--- src/rtl/chan_pkg.sv ---
// Package: shared widths, command field positions and controller state type.
// Assumes a 36-bit command word and a 15-bit word-addressed memory.
package chan_pkg;
    parameter int WORD_W = 36;
    parameter int ADDR_W = 15;
    parameter int CNT_W  = 15;
    parameter int OP_W   = 3;

    localparam int OP_LSB  = WORD_W - OP_W;     // operation code at the top
    localparam int CNT_LSB = OP_LSB - CNT_W;    // count right below it
    localparam int ADR_LSB = 0;                 // address at the bottom

    localparam int OP_DIR_BIT  = OP_W - 1;      // 1 = device to memory
    localparam int OP_DISC_BIT = 0;             // 1 = disconnect at end

    typedef enum logic [2:0] {
        ST_IDLE,
        ST_IN_WAIT,
        ST_IN_WR,
        ST_OUT_REQ,
        ST_OUT_CAP,
        ST_OUT_SEND,
        ST_END
    } chan_state_t;
endpackage

--- src/rtl/chan_fields.sv ---
// Module: splits a packed command word into operation, count and address.
// Assumes the layout in chan_pkg; the spare bits are deliberately unused.
module chan_fields
    import chan_pkg::*;
(
    input  logic [WORD_W-1:0] cmd_word,
    output logic [OP_W-1:0]   op,
    output logic [CNT_W-1:0]  cnt,
    output logic [ADDR_W-1:0] adr,
    output logic              cnt_zero
);
    logic unused_spare;

    // Extract the three fields and flag an empty count.
    always_comb begin
        op           = cmd_word[OP_LSB +: OP_W];
        cnt          = cmd_word[CNT_LSB +: CNT_W];
        adr          = cmd_word[ADR_LSB +: ADDR_W];
        cnt_zero     = (cmd_word[CNT_LSB +: CNT_W] == '0);
        unused_spare = ^cmd_word[CNT_LSB-1:ADR_LSB+ADDR_W];
    end
endmodule

--- src/rtl/chan_regs.sv ---
// Module: operation register, down-counting word counter, up-counting
// address counter. A load has priority over a step. Assumes step is only
// raised while the count is nonzero.
module chan_regs
    import chan_pkg::*;
#(
    parameter int AW = ADDR_W,
    parameter int CW = CNT_W,
    parameter int OW = OP_W
) (
    input  logic          clk,
    input  logic          rst_n,
    input  logic          load,
    input  logic [OW-1:0] op_in,
    input  logic [CW-1:0] cnt_in,
    input  logic [AW-1:0] adr_in,
    input  logic          step,
    output logic [OW-1:0] op_q,
    output logic [CW-1:0] cnt_q,
    output logic [AW-1:0] adr_q,
    output logic          cnt_last
);
    localparam logic [CW-1:0] CNT_ONE = CW'(1);
    localparam logic [AW-1:0] ADR_ONE = AW'(1);

    // Capture command fields on load, otherwise step both counters.
    always_ff @(posedge clk) begin
        if (!rst_n) begin
            op_q  <= '0;
            cnt_q <= '0;
            adr_q <= '0;
        end else if (load) begin
            op_q  <= op_in;
            cnt_q <= cnt_in;
            adr_q <= adr_in;
        end else if (step) begin
            cnt_q <= cnt_q - CNT_ONE;
            adr_q <= adr_q + ADR_ONE;
        end
    end

    // Flag the final word of the block.
    always_comb cnt_last = (cnt_q == CNT_ONE);

    AST_ADDR_STEP: assert property (@(posedge clk) disable iff (!rst_n)
        (step && !load) |=> (adr_q == $past(adr_q) + ADR_ONE));
    AST_CNT_STEP: assert property (@(posedge clk) disable iff (!rst_n)
        (step && !load) |=> (cnt_q == $past(cnt_q) - CNT_ONE));
    AST_NO_STEP_AT_ZERO: assert property (@(posedge clk) disable iff (!rst_n)
        step |-> (cnt_q != '0));
endmodule

--- src/rtl/chan_datareg.sv ---
// Module: the single data register every word passes through, with a
// valid flag. A flush (new command) wins over everything else.
module chan_datareg
    import chan_pkg::*;
#(
    parameter int DW = WORD_W
) (
    input  logic          clk,
    input  logic          rst_n,
    input  logic          flush,
    input  logic          take_dev,
    input  logic          take_mem,
    input  logic          drop,
    input  logic [DW-1:0] dev_data,
    input  logic [DW-1:0] mem_data,
    output logic [DW-1:0] q,
    output logic          vld
);
    // Hold one word and track whether it is valid.
    always_ff @(posedge clk) begin
        if (!rst_n || flush) begin
            q   <= '0;
            vld <= 1'b0;
        end else if (take_dev) begin
            q   <= dev_data;
            vld <= 1'b1;
        end else if (take_mem) begin
            q   <= mem_data;
            vld <= 1'b1;
        end else if (drop) begin
            vld <= 1'b0;
        end
    end

    AST_ONE_SOURCE: assert property (@(posedge clk) disable iff (!rst_n)
        !(take_dev && take_mem));
endmodule

--- src/rtl/chan_ctrl.sv ---
// Module: transfer sequencer. Input commands loop wait-for-device then
// write; output commands loop read, capture, offer. Assumes memory accepts
// every request and returns read data one cycle after it.
module chan_ctrl
    import chan_pkg::*;
(
    input  logic clk,
    input  logic rst_n,
    input  logic cmd_load,
    input  logic new_dir_in,
    input  logic new_cnt_zero,
    input  logic op_disc,
    input  logic cnt_last,
    input  logic dvld,
    input  logic dev_in_valid,
    input  logic dev_out_ready,
    output logic dev_in_ready,
    output logic dev_out_valid,
    output logic mem_req,
    output logic mem_we,
    output logic take_dev,
    output logic take_mem,
    output logic drop,
    output logic step,
    output logic cmd_req,
    output logic disc,
    output logic busy
);
    chan_state_t state, state_nx;

    // State register.
    always_ff @(posedge clk) begin
        if (!rst_n) state <= ST_IDLE;
        else        state <= state_nx;
    end

    // Next state and per-state controls.
    always_comb begin
        state_nx      = state;
        dev_in_ready  = 1'b0;
        dev_out_valid = 1'b0;
        mem_req       = 1'b0;
        mem_we        = 1'b0;
        take_dev      = 1'b0;
        take_mem      = 1'b0;
        drop          = 1'b0;
        step          = 1'b0;
        cmd_req       = 1'b0;
        disc          = 1'b0;
        unique case (state)
            ST_IDLE: ;
            ST_IN_WAIT: begin
                dev_in_ready = !dvld && !cmd_load;
                if (dev_in_valid && !dvld && !cmd_load) begin
                    take_dev = 1'b1;
                    state_nx = ST_IN_WR;
                end
            end
            ST_IN_WR: begin
                mem_req  = 1'b1;
                mem_we   = 1'b1;
                step     = 1'b1;
                drop     = 1'b1;
                state_nx = cnt_last ? ST_END : ST_IN_WAIT;
            end
            ST_OUT_REQ: begin
                mem_req  = 1'b1;
                state_nx = ST_OUT_CAP;
            end
            ST_OUT_CAP: begin
                take_mem = 1'b1;
                state_nx = ST_OUT_SEND;
            end
            ST_OUT_SEND: begin
                dev_out_valid = dvld;
                if (dvld && dev_out_ready) begin
                    step     = 1'b1;
                    drop     = 1'b1;
                    state_nx = cnt_last ? ST_END : ST_OUT_REQ;
                end
            end
            ST_END: begin
                disc     = op_disc;
                cmd_req  = !op_disc;
                state_nx = ST_IDLE;
            end
            default: state_nx = ST_IDLE;
        endcase
        if (cmd_load) begin
            if (new_cnt_zero)    state_nx = ST_END;
            else if (new_dir_in) state_nx = ST_IN_WAIT;
            else                 state_nx = ST_OUT_REQ;
        end
    end

    // Busy whenever a command is in progress.
    always_comb busy = (state != ST_IDLE);

    AST_END_ONEHOT: assert property (@(posedge clk) disable iff (!rst_n)
        $onehot0({cmd_req, disc}));
    AST_END_THEN_IDLE: assert property (@(posedge clk) disable iff (!rst_n)
        ((cmd_req || disc) && !cmd_load) |=> !busy);
    AST_ZERO_ENDS_NOW: assert property (@(posedge clk) disable iff (!rst_n)
        (cmd_load && new_cnt_zero) |=> ((cmd_req || disc) && !mem_req));
    AST_IDLE_QUIET: assert property (@(posedge clk) disable iff (!rst_n)
        !busy |-> !(mem_req || dev_in_ready || dev_out_valid));
endmodule

--- src/rtl/chan_exec.sv ---
// Module: top of the channel command executor. Wires the field splitter,
// the counters, the data register and the sequencer to the pins.
// Assumes a single-cycle command load strobe and fixed-latency memory.
module chan_exec
    import chan_pkg::*;
(
    input  logic              clk,
    input  logic              rst_n,
    input  logic              cmd_load,
    input  logic [WORD_W-1:0] cmd_word,
    input  logic              dev_in_valid,
    input  logic [WORD_W-1:0] dev_in_data,
    output logic              dev_in_ready,
    output logic              dev_out_valid,
    output logic [WORD_W-1:0] dev_out_data,
    input  logic              dev_out_ready,
    output logic              mem_req,
    output logic              mem_we,
    output logic [ADDR_W-1:0] mem_addr,
    output logic [WORD_W-1:0] mem_wdata,
    input  logic [WORD_W-1:0] mem_rdata,
    output logic              busy,
    output logic              cmd_req,
    output logic              disc
);
    logic [OP_W-1:0]   f_op, op_q;
    logic [CNT_W-1:0]  f_cnt, cnt_q;
    logic [ADDR_W-1:0] f_adr, adr_q;
    logic              f_zero, cnt_last;
    logic              take_dev, take_mem, drop, step;
    logic [WORD_W-1:0] dreg_q;
    logic              dreg_vld;

    chan_fields u_fields (
        .cmd_word (cmd_word),
        .op       (f_op),
        .cnt      (f_cnt),
        .adr      (f_adr),
        .cnt_zero (f_zero)
    );

    chan_regs u_regs (
        .clk      (clk),
        .rst_n    (rst_n),
        .load     (cmd_load),
        .op_in    (f_op),
        .cnt_in   (f_cnt),
        .adr_in   (f_adr),
        .step     (step),
        .op_q     (op_q),
        .cnt_q    (cnt_q),
        .adr_q    (adr_q),
        .cnt_last (cnt_last)
    );

    chan_datareg u_dreg (
        .clk      (clk),
        .rst_n    (rst_n),
        .flush    (cmd_load),
        .take_dev (take_dev),
        .take_mem (take_mem),
        .drop     (drop),
        .dev_data (dev_in_data),
        .mem_data (mem_rdata),
        .q        (dreg_q),
        .vld      (dreg_vld)
    );

    chan_ctrl u_ctrl (
        .clk           (clk),
        .rst_n         (rst_n),
        .cmd_load      (cmd_load),
        .new_dir_in    (f_op[OP_DIR_BIT]),
        .new_cnt_zero  (f_zero),
        .op_disc       (op_q[OP_DISC_BIT]),
        .cnt_last      (cnt_last),
        .dvld          (dreg_vld),
        .dev_in_valid  (dev_in_valid),
        .dev_out_ready (dev_out_ready),
        .dev_in_ready  (dev_in_ready),
        .dev_out_valid (dev_out_valid),
        .mem_req       (mem_req),
        .mem_we        (mem_we),
        .take_dev      (take_dev),
        .take_mem      (take_mem),
        .drop          (drop),
        .step          (step),
        .cmd_req       (cmd_req),
        .disc          (disc),
        .busy          (busy)
    );

    // Drive the memory and sink data from the counters and data register.
    always_comb begin
        mem_addr     = adr_q;
        mem_wdata    = dreg_q;
        dev_out_data = dreg_q;
    end

    AST_WE_NEEDS_DATA: assert property (@(posedge clk) disable iff (!rst_n)
        (mem_req && mem_we) |-> dreg_vld);
    AST_OUT_HOLD: assert property (@(posedge clk) disable iff (!rst_n)
        (dev_out_valid && !dev_out_ready && !cmd_load)
            |=> (dev_out_valid && $stable(dev_out_data)));
endmodule

--- config.mk ---
export PLATFORM = sky130hd
export DESIGN_NAME = chan_exec
export DESIGN_NICKNAME = d
export VERILOG_FILES = /design/src/rtl/chan_pkg.sv /design/src/rtl/chan_fields.sv /design/src/rtl/chan_regs.sv /design/src/rtl/chan_datareg.sv /design/src/rtl/chan_ctrl.sv /design/src/rtl/chan_exec.sv
export SDC_FILE = /design/constraint.sdc
export NUM_CORES = 1
export LEC_CHECK = 0
export BUFFER_PORTS_ARGS = -buffer_cell sky130_fd_sc_hd__buf_2
export CORE_MARGIN = 2
export CORE_UTILIZATION = 47
export DETAILED_ROUTE_END_ITERATION = 7
export PLACE_DENSITY = 0.81
export SETUP_SLACK_MARGIN = 0.1
export SYNTH_ARGS = -nofsm -noshare
export SYNTH_HDL_FRONTEND = slang
export SYNTH_HIERARCHICAL = 1
export SYNTH_SLANG_ARGS = --single-unit
--- constraint.sdc ---
create_clock -name clk -period 3.03 [get_ports clk]
set_input_delay 0.1515 -clock clk [delete_from_list [all_inputs] [get_ports clk]]
set_output_delay 0.1515 -clock clk [all_outputs]
set_load 0.01 [all_outputs]
# Word level (Yosys, flattened, before mapping)
# Index checks and enable logic that the tools add are counted.
dict set report totals {
  output_inout_bits 94
  wordCells 63
  ff_bits 71
}
dict set report classes {
  n_mux 28
  reduce_logical 17
  n_addsub 2
  n_eq_ne 10
}
# op n
set ops {}
lappend ops {{two-way mux 36 bit} 2}
lappend ops {{two-way mux 15 bit} 4}
lappend ops {{two-way mux 3 bit} 6}
lappend ops {{one-hot mux 3 bit (6 select lines)} 1}
lappend ops {{adder 15 x 1 -> 15 bit, second input constant} 1}
lappend ops {{== test 15 x 1 -> 1 bit, second input constant} 1}
lappend ops {{zero test 15 bit} 1}
lappend ops {{subtractor 15 x 1 -> 15 bit, second input constant} 1}
lappend ops {{two-way mux 1 bit} 13}
lappend ops {{== test 3 bit, second input constant} 3}
lappend ops {{== test 3 x 2 -> 1 bit, second input constant} 2}
lappend ops {{inequality test 3 x 2 -> 1 bit, second input constant} 2}
lappend ops {{nonzero test 3 bit} 2}
lappend ops {{logical AND 1 bit} 4}
lappend ops {{zero test 1 bit} 4}
lappend ops {{nonzero test 2 bit} 2}
lappend ops {{== test 3 x 1 -> 1 bit, second input constant} 1}
lappend ops {{zero test 3 bit} 1}
lappend ops {{AND reduction 3 bit} 1}
lappend ops {{two-way mux 2 bit} 1}
lappend ops {{inequality test 2 bit, second input constant} 1}
lappend ops {{one-hot mux 1 bit (2 select lines)} 1}
lappend ops {{OR reduction 2 bit} 1}
lappend ops {{logical OR 1 bit} 1}

# Longest topological paths before layout
# Gate-level depths: netlist of run 1.
dict set report logic_depth {
  depth_word 6
  ltp_mapped 9
}

# Cells and area by module
# Netlist of run 1, hierarchy kept.
# mod area_each_um2 cells_per_inst n_inst seq_area_each_um2
set modules_own_cells {}
lappend modules_own_cells {chan_datareg 1751.7 165 1 740.7}
lappend modules_own_cells {chan_regs 1685.4 200 1 660.6}
lappend modules_own_cells {chan_ctrl 356.6 44 1 60.1}
lappend modules_own_cells {chan_fields 280.3 38 1 0.0}
lappend modules_own_cells {chan_exec 270.3 36 1 0.0}

# Worst setup path before layout of run 1
# Ideal clock, no wire load.
dict set report synth_timing {
  path_type {reg2reg}
  startpoint {register u_regs.cnt_q[7]}
  endpoint {register u_ctrl.state[0]}
  path_stages_with_launch 6
  synth_period_minus_slack_ns 2.161
  arrival_ns 2.036
  path_slack_ns 0.869
  path_cell_list {dfxtp_1 or4_4 or3_4 nor3_1 nor2b_1 o41a_1}
}
dict set report synth_via {
  elab_chain_cells 5
  word_cells_on_any_way 6
  cone_classes {1 x eq/ne; 5 x mux}
}
# item line_no
set synth_lines {}
lappend synth_lines {{start, declared} chan_regs.sv:19} ;# output logic [CW-1:0] cnt_q,
lappend synth_lines {{start signal, assigned} chan_regs.sv:34} ;# cnt_q <= cnt_in;
lappend synth_lines {{start signal, assigned} chan_regs.sv:37} ;# cnt_q <= cnt_q - CNT_ONE;
lappend synth_lines {{== test 15 x 1 -> 1 bit *} chan_regs.sv:43} ;# always_comb cnt_last = (cnt_q == CNT_ONE);
lappend synth_lines {{via cnt_last} chan_exec.sv:29} ;# logic f_zero, cnt_last;
lappend synth_lines {{two-way mux 3 bit} chan_ctrl.sv:79} ;# state_nx = cnt_last ? ST_END : ST_OUT_REQ;
lappend synth_lines {{two-way mux 3 bit} chan_ctrl.sv:76} ;# if (dvld && dev_out_ready) begin
lappend synth_lines {{one-hot mux 3 bit (6 select lines) *} chan_ctrl.sv:50} ;# unique case (state)
lappend synth_lines {{two-way mux 3 bit *} chan_ctrl.sv:89} ;# if (cmd_load) begin
lappend synth_lines {{end signal, assigned} chan_ctrl.sv:34} ;# else state <= state_nx;
lappend synth_lines {{end, declared} chan_ctrl.sv:29} ;# chan_state_t state, state_nx;
# Mark *: on every way through the listed nets, which the timed path passes. The rest lies on a longest branch. The select of a mux whose other input is x is not followed.
# A chain may end at the register's enable or synchronous reset.

# Worst setup path after layout of run 1
# Ends and elaborated chain as after synthesis.

==> reports/qor.csv, run 1 <==
metric,value,unit
Sw Ratio,27.2,%
die area,0.00985,mm²
Reg2Reg Depth,5,
"Net Count, Synth",592,
Clock Power Share,35.0,%
total gr overflow,0,
GR Util All Layers,20.7,%
crit end category,flop,
Fill cells,791,
vias per cell,5.27,
Ant. Diodes,0,
status,completed,
mapped cell area,0.00426,mm²
IO Pins,207,
Crit Path Max Fanout,5,
total power,2.14,mW
global placement routability congestion,0.850,
Die Ht,99.3,µm
largest net degree at the start of global routing,39,
Seq pwr share,48.1,%
P_int,1.56,mW
design area,0.00495,mm²
first-pass GRT wire length,16.7,mm
CTS tree,done,
worst-margin pin slew,0.657,ns
HP Class,in -> reg,
row cnt,34,
H-Tree Depth,3,
power per standard cell area,432,mW/mm²
post-DP HPWL,8.00,mm
layout cells sized above 1,39.2,%
synth warn,6,
final setup fails,0,
initial antenna violation count,0,
CP startpoint,u_regs/cnt_q[7],
period utilization,77.6,%
minimum clock period,2.35,ns
Area Growth Syn to Fin,16.2,%
Worst setup SP type,flop,
RSZ-0062 raised after global routing,no,
Final Slew Violations,0,
total of max-cap violations,0,
clock-pin slew on the worst setup and hold paths,0.08,ns
R2R Path End,u_ctrl/state[0],
overall die width,99.3,µm
DRT Pass-1 Iters,4,
syn_area_per_cell,8.96,µm²
vias in the first global route,3527,
drt drc,0,
Num CTS Buffers,9,
Routed Antenna Nets,0,
Worst-Skew Late Latency,0.34,ns
P_sw,0.583,mW
kind of critical path,reg -> reg,
clock buffer depth,2,
via count,3745,
Max Freq,0.425,GHz
Post-CTS Setup Inserts,0,
Initial Utilization,48.7,%
worst reg2reg startpoint,u_regs/cnt_q[7],
Avg WL per Cell,15.1,µm
port bufs,202,
initial drt markers,128,
CTS Hold Bufs,0,
final setup TNS,0,ns
hold worst-path end,u_regs/cnt_q[4],
max_slew headroom,56.2,%
nets,713,
"Cell Area, Placed",0.00476,mm²
Mapped Cells,476,
Hold Path Cell Cnt,2,
aggregate routed wire length,10.7,mm
Final Hold Fails,0,
WP data required,3.25,ns
leakage power,2.21,nW
Critical Path AT,2.57,ns
root buffer cell,clkbuf_8,
R2R Setup Slk,0.68,ns
Hold Crit Start,cmd_word[22],
Final Skew,0.0109,ns
Sink Count,71,
combinational share of power,17.0,%
CTS resizes,0,
Core Region,0.00876,mm²
VDD IR max,0.000281,V
-- state kept, by name (all words and copies together) (netlist names) --
name	flops
u_ctrl/state	3
u_dreg/q	36
u_dreg/vld	1
u_regs/adr_q	15
u_regs/cnt_q	15
u_regs/op_q	1
-- final cells by class --
class	instances	area, µm²	area share (%)
clock inverter	4	45.0	0.909
clock buffer	12	145	2.93
sequential	71	1420	28.7
tap	108	135	2.73
inverter	8	30.0	0.606
timing repair buffer	208	1060	21.3
multi-input combinational	299	2120	42.8
-- worst max-delay path by stage --
stage | to | slack (ns)
2_1_floorplan | u_ctrl/state[0] | 0.87
3_5_place_dp | u_regs/adr_q[9] | 0.69
3_3_place_gp | u_regs/adr_q[9] | 0.72
6_report | u_ctrl/state[0] | 0.68
4_1_cts | u_regs/adr_q[9] | 0.67
5_1_grt | u_dreg/q[22] | 0.39
-- layer usage --
metal  track usage [%]  vias to the layer above  part of all wire [%]
li1                  -                     1844                     -
met1              25.3                     1738                    43
met2              36.4                      148                    49
met3              5.76                       15                   7.3
met4              4.74                        0                   1.2
met5                 0                        -                     0
-- power groups by stage --
stage	registers [mW]	clock network (mW)	logic, mW
finish	1.03	0.748	0.363
global route	1.04	0.806	0.401
CTS	1.03	0.775	0.365
detailed placement	1.05	0	0.363
global placement	1.05	0	0.353
floorplan	1.05	0	0.259
-- per-stage QoR --
stage	cells	utilization, %	worst slack (ns)	hold WS, ns
after floorplan	476	-	0.869	0.290
after detailed placement	694	54.4	0.695	0.410
after global placement	694	54.4	0.720	0.389
final	710	56.5	0.678	0.0604
after global routing	710	56.5	0.392	0.0614
after CTS	710	56.5	0.670	0.0463
-- worst max-delay path, cell delays in order (launching register included) --
cell and delay [ns]:
dfxtp_1 0.35, or4_4 0.57, or3_4 0.35, nor3_1 0.47, nor2b_1 0.10, o41a_1 0.41
-- placed cells by master (no fill, tap or decap), drive strengths merged, types with 2 or more instances in the layout --
| cell | n |
|---|---|
| buf | 208 |
| dfxtp | 71 |
| nor2b | 43 |
| mux2i | 38 |
| a211oi | 38 |
| o21ai | 27 |
| a21oi | 25 |
| xnor2 | 17 |
| nand2 | 14 |
| clkbuf | 12 |
| nor2 | 11 |
| nor4 | 10 |
| xor2 | 10 |
| nor3 | 8 |
| inv | 8 |
| nand2b | 7 |
| nand3 | 7 |
| or3 | 6 |
| and2 | 5 |
| nand4 | 5 |
| o211a | 4 |
| clkinv | 3 |
| ha | 3 |
| and3 | 3 |
| nand4b | 2 |
| nor3b | 2 |
Note: power is estimated with default switching activity, not from simulation.
==> run 2, diff against run 1 <==
==> constraint.sdc (replaced) <==
create_clock -name clk -period 2.2 [get_ports clk]
set_input_delay 0.11 -clock clk [delete_from_list [all_inputs] [get_ports clk]]
set_output_delay 0.11 -clock clk [all_outputs]
set_load 0.01 [all_outputs]
==> run 2 against run 1 <==
- register-to-register slack worse by 0.49 ns
- combinational power is 48% higher
- critical path type unchanged
- hold slack worse by 0.027 ns
- cell count is 1.5% higher
- routed wire length is 3.9% higher
==> reports/qor.csv, run 2 (synthesis gave the netlist of run 1 again) <==
metric,value,unit,change
vias per cell,5.27,,-0.13%
Ant. Diodes,0,,unchanged
RSZ-0062 raised after global routing,yes,,
Final Skew,0.00959,ns,-0.00132 ns
final setup TNS,0,ns,unchanged
Largest Register,u_dreg/q,,
WP data required,2.43,ns,-0.82 ns
total of max-cap violations,0,,unchanged
aggregate routed wire length,11.2,mm,+3.9%
period utilization,91.3,%,+14 points
global placement routability congestion,0.855,,+0.60%
initial drt markers,112,,-13%
total gr overflow,0,,unchanged
nets,724,,+1.5%
post-DP HPWL,8.28,mm,+3.5%
HP Class,in -> reg,,
final setup fails,0,,unchanged
Num CTS Buffers,9,,unchanged
Avg WL per Cell,15.5,µm,+2.3%
largest registers,"u_dreg/q: 36 flops, u_regs/adr_q: 15 flops, u_regs/cnt_q: 15 flops",,
Area Growth Syn to Fin,19.5,%,
crit end category,flop,,
clock buffer depth,2,,unchanged
clock-pin slew on the worst setup and hold paths,0.08,ns,about the same
layout cells sized above 1,42.1,%,+2.9 points
leakage power,2.28,nW,+3.1%
power per standard cell area,562,mW/mm²,+30%
root buffer cell,clkbuf_8,,
status,completed,,
Worst setup SP type,flop,,
row cnt,34,,unchanged
Register Area,0.00143,mm²,+0.35%
kind of critical path,reg -> reg,,
Critical Path AT,2.24,ns,-0.33 ns
H-Tree Depth,3,,unchanged
Routed Antenna Nets,0,,unchanged
fin cells,721,,+1.5%
die area,0.00985,mm²,unchanged
max reg flops,36,,unchanged
max_slew headroom,64.3,%,+8.1 points
Fill cells,784,,-0.88%
most frequent cells in the layout,"buf_2 (202), dfxtp_1 (67), nor2b_1 (42), mux2i_1 (38), a211oi_1 (35)",,
drt drc,0,,unchanged
vias in the first global route,3564,,+1.0%
first-pass GRT wire length,17.2,mm,+2.9%
VDD IR max,0.000283,V,+1.1%
Worst-Skew Late Latency,0.34,ns,about the same
GR Util All Layers,21.3,%,+0.59 points
worst-margin pin slew,0.535,ns,-0.121 ns
DRT Pass-1 Iters,4,,unchanged
via count,3798,,+1.4%
overall die width,99.3,µm,unchanged
"most common cell after layout, fill and taps aside",buf_2,,
largest net degree at the start of global routing,49,,+26%
Sink Count,71,,unchanged
initial antenna violation count,0,,unchanged
Crit Path Max Fanout,5,,unchanged
Final Slew Violations,0,,unchanged
port bufs,202,,unchanged
Die Ht,99.3,µm,unchanged
minimum clock period,2.01,ns,-0.344 ns
multi-input logic area,0.00218,mm²,+2.9%
Initial Utilization,48.7,%,unchanged
CTS tree,done,,
Final Hold Fails,0,,unchanged
Final Hold Slack,0.0330,ns,-0.0273 ns
placed cells,700,,+0.86%
Core Region,0.00876,mm²,unchanged
IO Pins,207,,unchanged
Max Freq,0.498,GHz,+17%
[run 2: repair_timing]
item	4_1_cts	5_1_grt
endpoints found under the setup margin	4	58
hold endpoints to repair	2	0
gates resized for setup	3	13
pin swaps	0	2
hold buffers	2	0
setup buffers	0	3
[run 2: worst paths after layout]
kind	endpoint	slack [ns]	startpoint	cells after the start
max reg2reg	u_ctrl/state[0]	0.19	u_regs/cnt_q[8]	5
max	u_ctrl/state[0]	0.19	u_regs/cnt_q[8]	5
min	u_regs/op_q[0]	0.03	cmd_word[33]	3
min reg2reg	u_regs/op_q[0]	0.55	u_regs/op_q[0]	2
[run 2: power breakdown]
part	leakage [nW]	switching (mW)	internal [mW]
Sequential	0.583	0.0715	1.35
Combinational	1.61	0.269	0.268
Clock	0.0846	0.510	0.399
Total	2.28	0.851	2.02
[run 2: cell type report]
class | count | area share, %
inverters | 8 | 0.638
clock inverters | 7 | 0.785
multi-input cells | 299 | 42.8
clock buffers | 9 | 2.43
flip-flops and latches | 71 | 28.0
well taps | 108 | 2.65
repair buffers | 219 | 22.7
[run 2: stage by stage]
stage	area (µm²)	utilization (%)	setup WS (ns)	power, mW
final	5100	58.2	0.192	2.87
after global routing	5100	58.2	0.0677	3.01
after CTS	5030	57.4	0.0969	2.88
after detailed placement	4830	55.1	0.0412	1.96
after global placement	4830	55.1	0.0773	1.94
after floorplan	4270	-	0.111	1.80
[run 2: worst max-delay path, cell delays in order (launching register included)]
cell     delay [ns]
dfxtp_1        0.34
or4_4          0.53
or3_4          0.36
nor3_4         0.20
nor2b_1        0.07
o41a_1         0.39
[run 2: layer usage]
metal  up-vias  GRT usage (%)  wire length (µm)
met3        13           4.64               799
li1       1875              -                 -
met2       152           36.3              5470
met1      1758           27.1              4730
met4         0           6.43               174
met5         -              0                 0
==> run 3, diff against run 2 <==
==> constraint.sdc (replaced) <==
create_clock -name clk -period 2.2 [get_ports clk]
set_input_delay 0.22 -clock clk [delete_from_list [all_inputs] [get_ports clk]]
set_output_delay 0.22 -clock clk [all_outputs]
set_load 0.01 [all_outputs]
==> run 3 against run 2 <==
- combinational power down 2%
- routed wire length down 0.90%
- clock skew grew 0.0043 ns
- core utilization fell by 0.071 points
- global-route usage down 0.47 points
- design area down 0.12%
==> reports/qor.csv, run 3 (synthesis gave the netlist of run 1 again) <==
metric,value,unit,change
combinational share of power,17.2,%,-1.5 points
Worst-Skew Late Latency,0.34,ns,about the same
Hold Crit Start,cmd_word[22],,
Largest Register,u_dreg/q,,
Num CTS Buffers,9,,unchanged
global placement routability congestion,0.857,,+0.29%
row cnt,34,,unchanged
layout cells sized above 1,41.5,%,-0.61 points
overall die width,99.3,µm,unchanged
worst path cell trace,or4_4 -> or3_4 -> nor3_4 -> nor2b_1 -> o41a_1,,
Max Freq,0.486,GHz,-2.5%
"most common cell after layout, fill and taps aside",buf_2,,
CTS Hold Bufs,0,,-2
root buffer cell,clkbuf_8,,
DRT Pass-1 Iters,4,,unchanged
slowest CP cell,or4_4,,
Post-CTS Setup Inserts,0,,unchanged
power per standard cell area,602,mW/mm²,+7.1%
max_slew headroom,56.0,%,-8.3 points
largest net degree at the start of global routing,38,,-22%
final setup TNS,0,ns,unchanged
Sink Count,71,,unchanged
crit-path max cell delay,0.54,ns,about the same
minimum clock period,2.06,ns,+0.0519 ns
multi-input logic area,0.00216,mm²,-1.3%
final setup fails,0,,unchanged
Seq pwr share,46.3,%,-3.3 points
Initial Utilization,48.7,%,unchanged
largest registers,"u_dreg/q: 36 flops, u_regs/adr_q: 15 flops, u_regs/cnt_q: 15 flops",,
R2R Path End,u_ctrl/state[0],,
total gr overflow,0,,unchanged
Worst setup SP type,flop,,
HP Class,in -> reg,,
WP data required,2.42,ns,about the same
Critical Path AT,2.28,ns,+0.04 ns
clock buffer depth,2,,unchanged
final setup margin,0.140,ns,-0.0519 ns
clock-pin slew on the worst setup and hold paths,0.08,ns,about the same
hold worst-path end,u_regs/cnt_q[4],,
Hold Path Cell Cnt,2,,-1
aggregate routed wire length,11.1,mm,-0.90%
Clock Power Share,36.5,%,+4.8 points
Area Growth Syn to Fin,19.4,%,
VDD IR max,0.000310,V,+9.3%
total power,3.07,mW,+6.9%
via count,3781,,-0.45%
Die Ht,99.3,µm,unchanged
Fill cells,782,,-0.26%
port bufs,202,,unchanged
"Cell Area, Placed",0.00484,mm²,+0.31%
first-pass GRT wire length,16.8,mm,-2.2%
worst-margin pin slew,0.659,ns,+0.123 ns
Sw Ratio,27.3,%,-2.4 points
R2R Setup Slk,0.14,ns,-0.05 ns
P_int,2.23,mW,+11%
vias in the first global route,3579,,+0.42%
max reg flops,36,,unchanged
Final Skew,0.0139,ns,+0.00429 ns
period utilization,93.6,%,+2.4 points
P_sw,0.835,mW,-1.8%
Routed Antenna Nets,0,,unchanged
kind of critical path,reg -> reg,,
Core Region,0.00876,mm²,unchanged
Crit Path Max Fanout,5,,unchanged
die area,0.00985,mm²,unchanged
RSZ-0062 raised after global routing,yes,,
leakage power,2.27,nW,-0.49%
Register Area,0.00143,mm²,about the same
total of max-cap violations,0,,unchanged
Reg2Reg Depth,5,,unchanged
drt drc,0,,unchanged
post-DP HPWL,8.20,mm,-0.90%
nets,721,,-0.41%
IO Pins,207,,unchanged
status,completed,,
dpl ws,0.0213,ns,-0.0199 ns
Avg WL per Cell,15.4,µm,-0.49%
most frequent cells in the layout,"buf_2 (202), dfxtp_1 (68), nor2b_1 (42), mux2i_1 (38), a211oi_1 (35)",,
design area,0.00509,mm²,-0.12%
H-Tree Depth,3,,unchanged
vias per cell,5.27,,about the same
Final Slew Violations,0,,unchanged
GR Util All Layers,20.9,%,-0.47 points
worst reg2reg startpoint,u_regs/cnt_q[8],,
Final Hold Fails,0,,unchanged
CTS tree,done,,
Ant. Diodes,0,,unchanged
crit end category,flop,,
initial drt markers,103,,-8.0%
initial antenna violation count,0,,unchanged
-- run 3: cell types whose count changed in the layout (fill, tap and decap cells not counted), moves of 2 or more --
cell           delta
clkbuf_8          +3
nor4_1            +2
clkinv_2          -4
dlygate4sd3_1     -2
-- run 3: layout make-up --
cell class,count,share of cell area (%)
clock buffer,12,3.24
timing repair buffer,216,22.2
sequential,71,28.0
tap,108,2.65
inverter,8,0.590
multi-input combinational,299,42.3
clock inverter,4,1.01
-- run 3: what timing repair did --
| item | in CTS | in global routing |
|---|---|---|
| resized for setup | 1 | 7 |
| pin swaps | 0 | 1 |
| setup endpoints to repair | 1 | 26 |
-- run 3: metrics by stage --
step / hold WS (ns) / utilization (%) / instances
6_report: 0.127 / 58.1 / 718
5_1_grt: 0.112 / 58.1 / 718
4_1_cts: 0.110 / 57.8 / 718
3_5_place_dp: 0.466 / 55.2 / 702
3_3_place_gp: 0.456 / 55.2 / 702
2_1_floorplan: 0.358 / - / 476
-- run 3: how the worst max path moves through the flow --
stage,end,slack (ns),depth (start not counted),startpoint
CTS,u_ctrl/state[0],0.10,5,u_regs/cnt_q[8]
global placement,u_ctrl/state[0],0.1,5,u_regs/cnt_q[8]
detailed placement,u_ctrl/state[0],0.02,5,u_regs/cnt_q[8]
global route,u_regs/cnt_q[14],0.08,6,u_ctrl/state[2]
floorplan,u_regs/adr_q[13],0.11,8,u_ctrl/state[1]
finish,u_ctrl/state[0],0.14,5,u_regs/cnt_q[8]
-- run 3: per-layer routing --
layer,up-vias,wire [µm],GRT usage (%)
met2,168,5330,34.7
li1,1863,-,-
met4,0,176,7.17
met5,-,0,0
met3,15,917,4.29
met1,1735,4640,27.0
-- run 3: power by group through the flow --
stage	Combinational [mW]	Sequential (mW)	Clock, mW
5_1_grt	0.575	1.43	1.20
3_3_place_gp	0.508	1.44	0
6_report	0.528	1.42	1.12
2_1_floorplan	0.357	1.45	0
3_5_place_dp	0.522	1.44	0
4_1_cts	0.526	1.41	1.15
-- run 3: worst max-delay path, delay by kind of cell (launching register included) --
kind | cells | cell delay, ns
flip-flops | 1 | 0.34
AND/OR/NAND/NOR | 4 | 1.21
AO/OA/AOI/OAI | 1 | 0.40
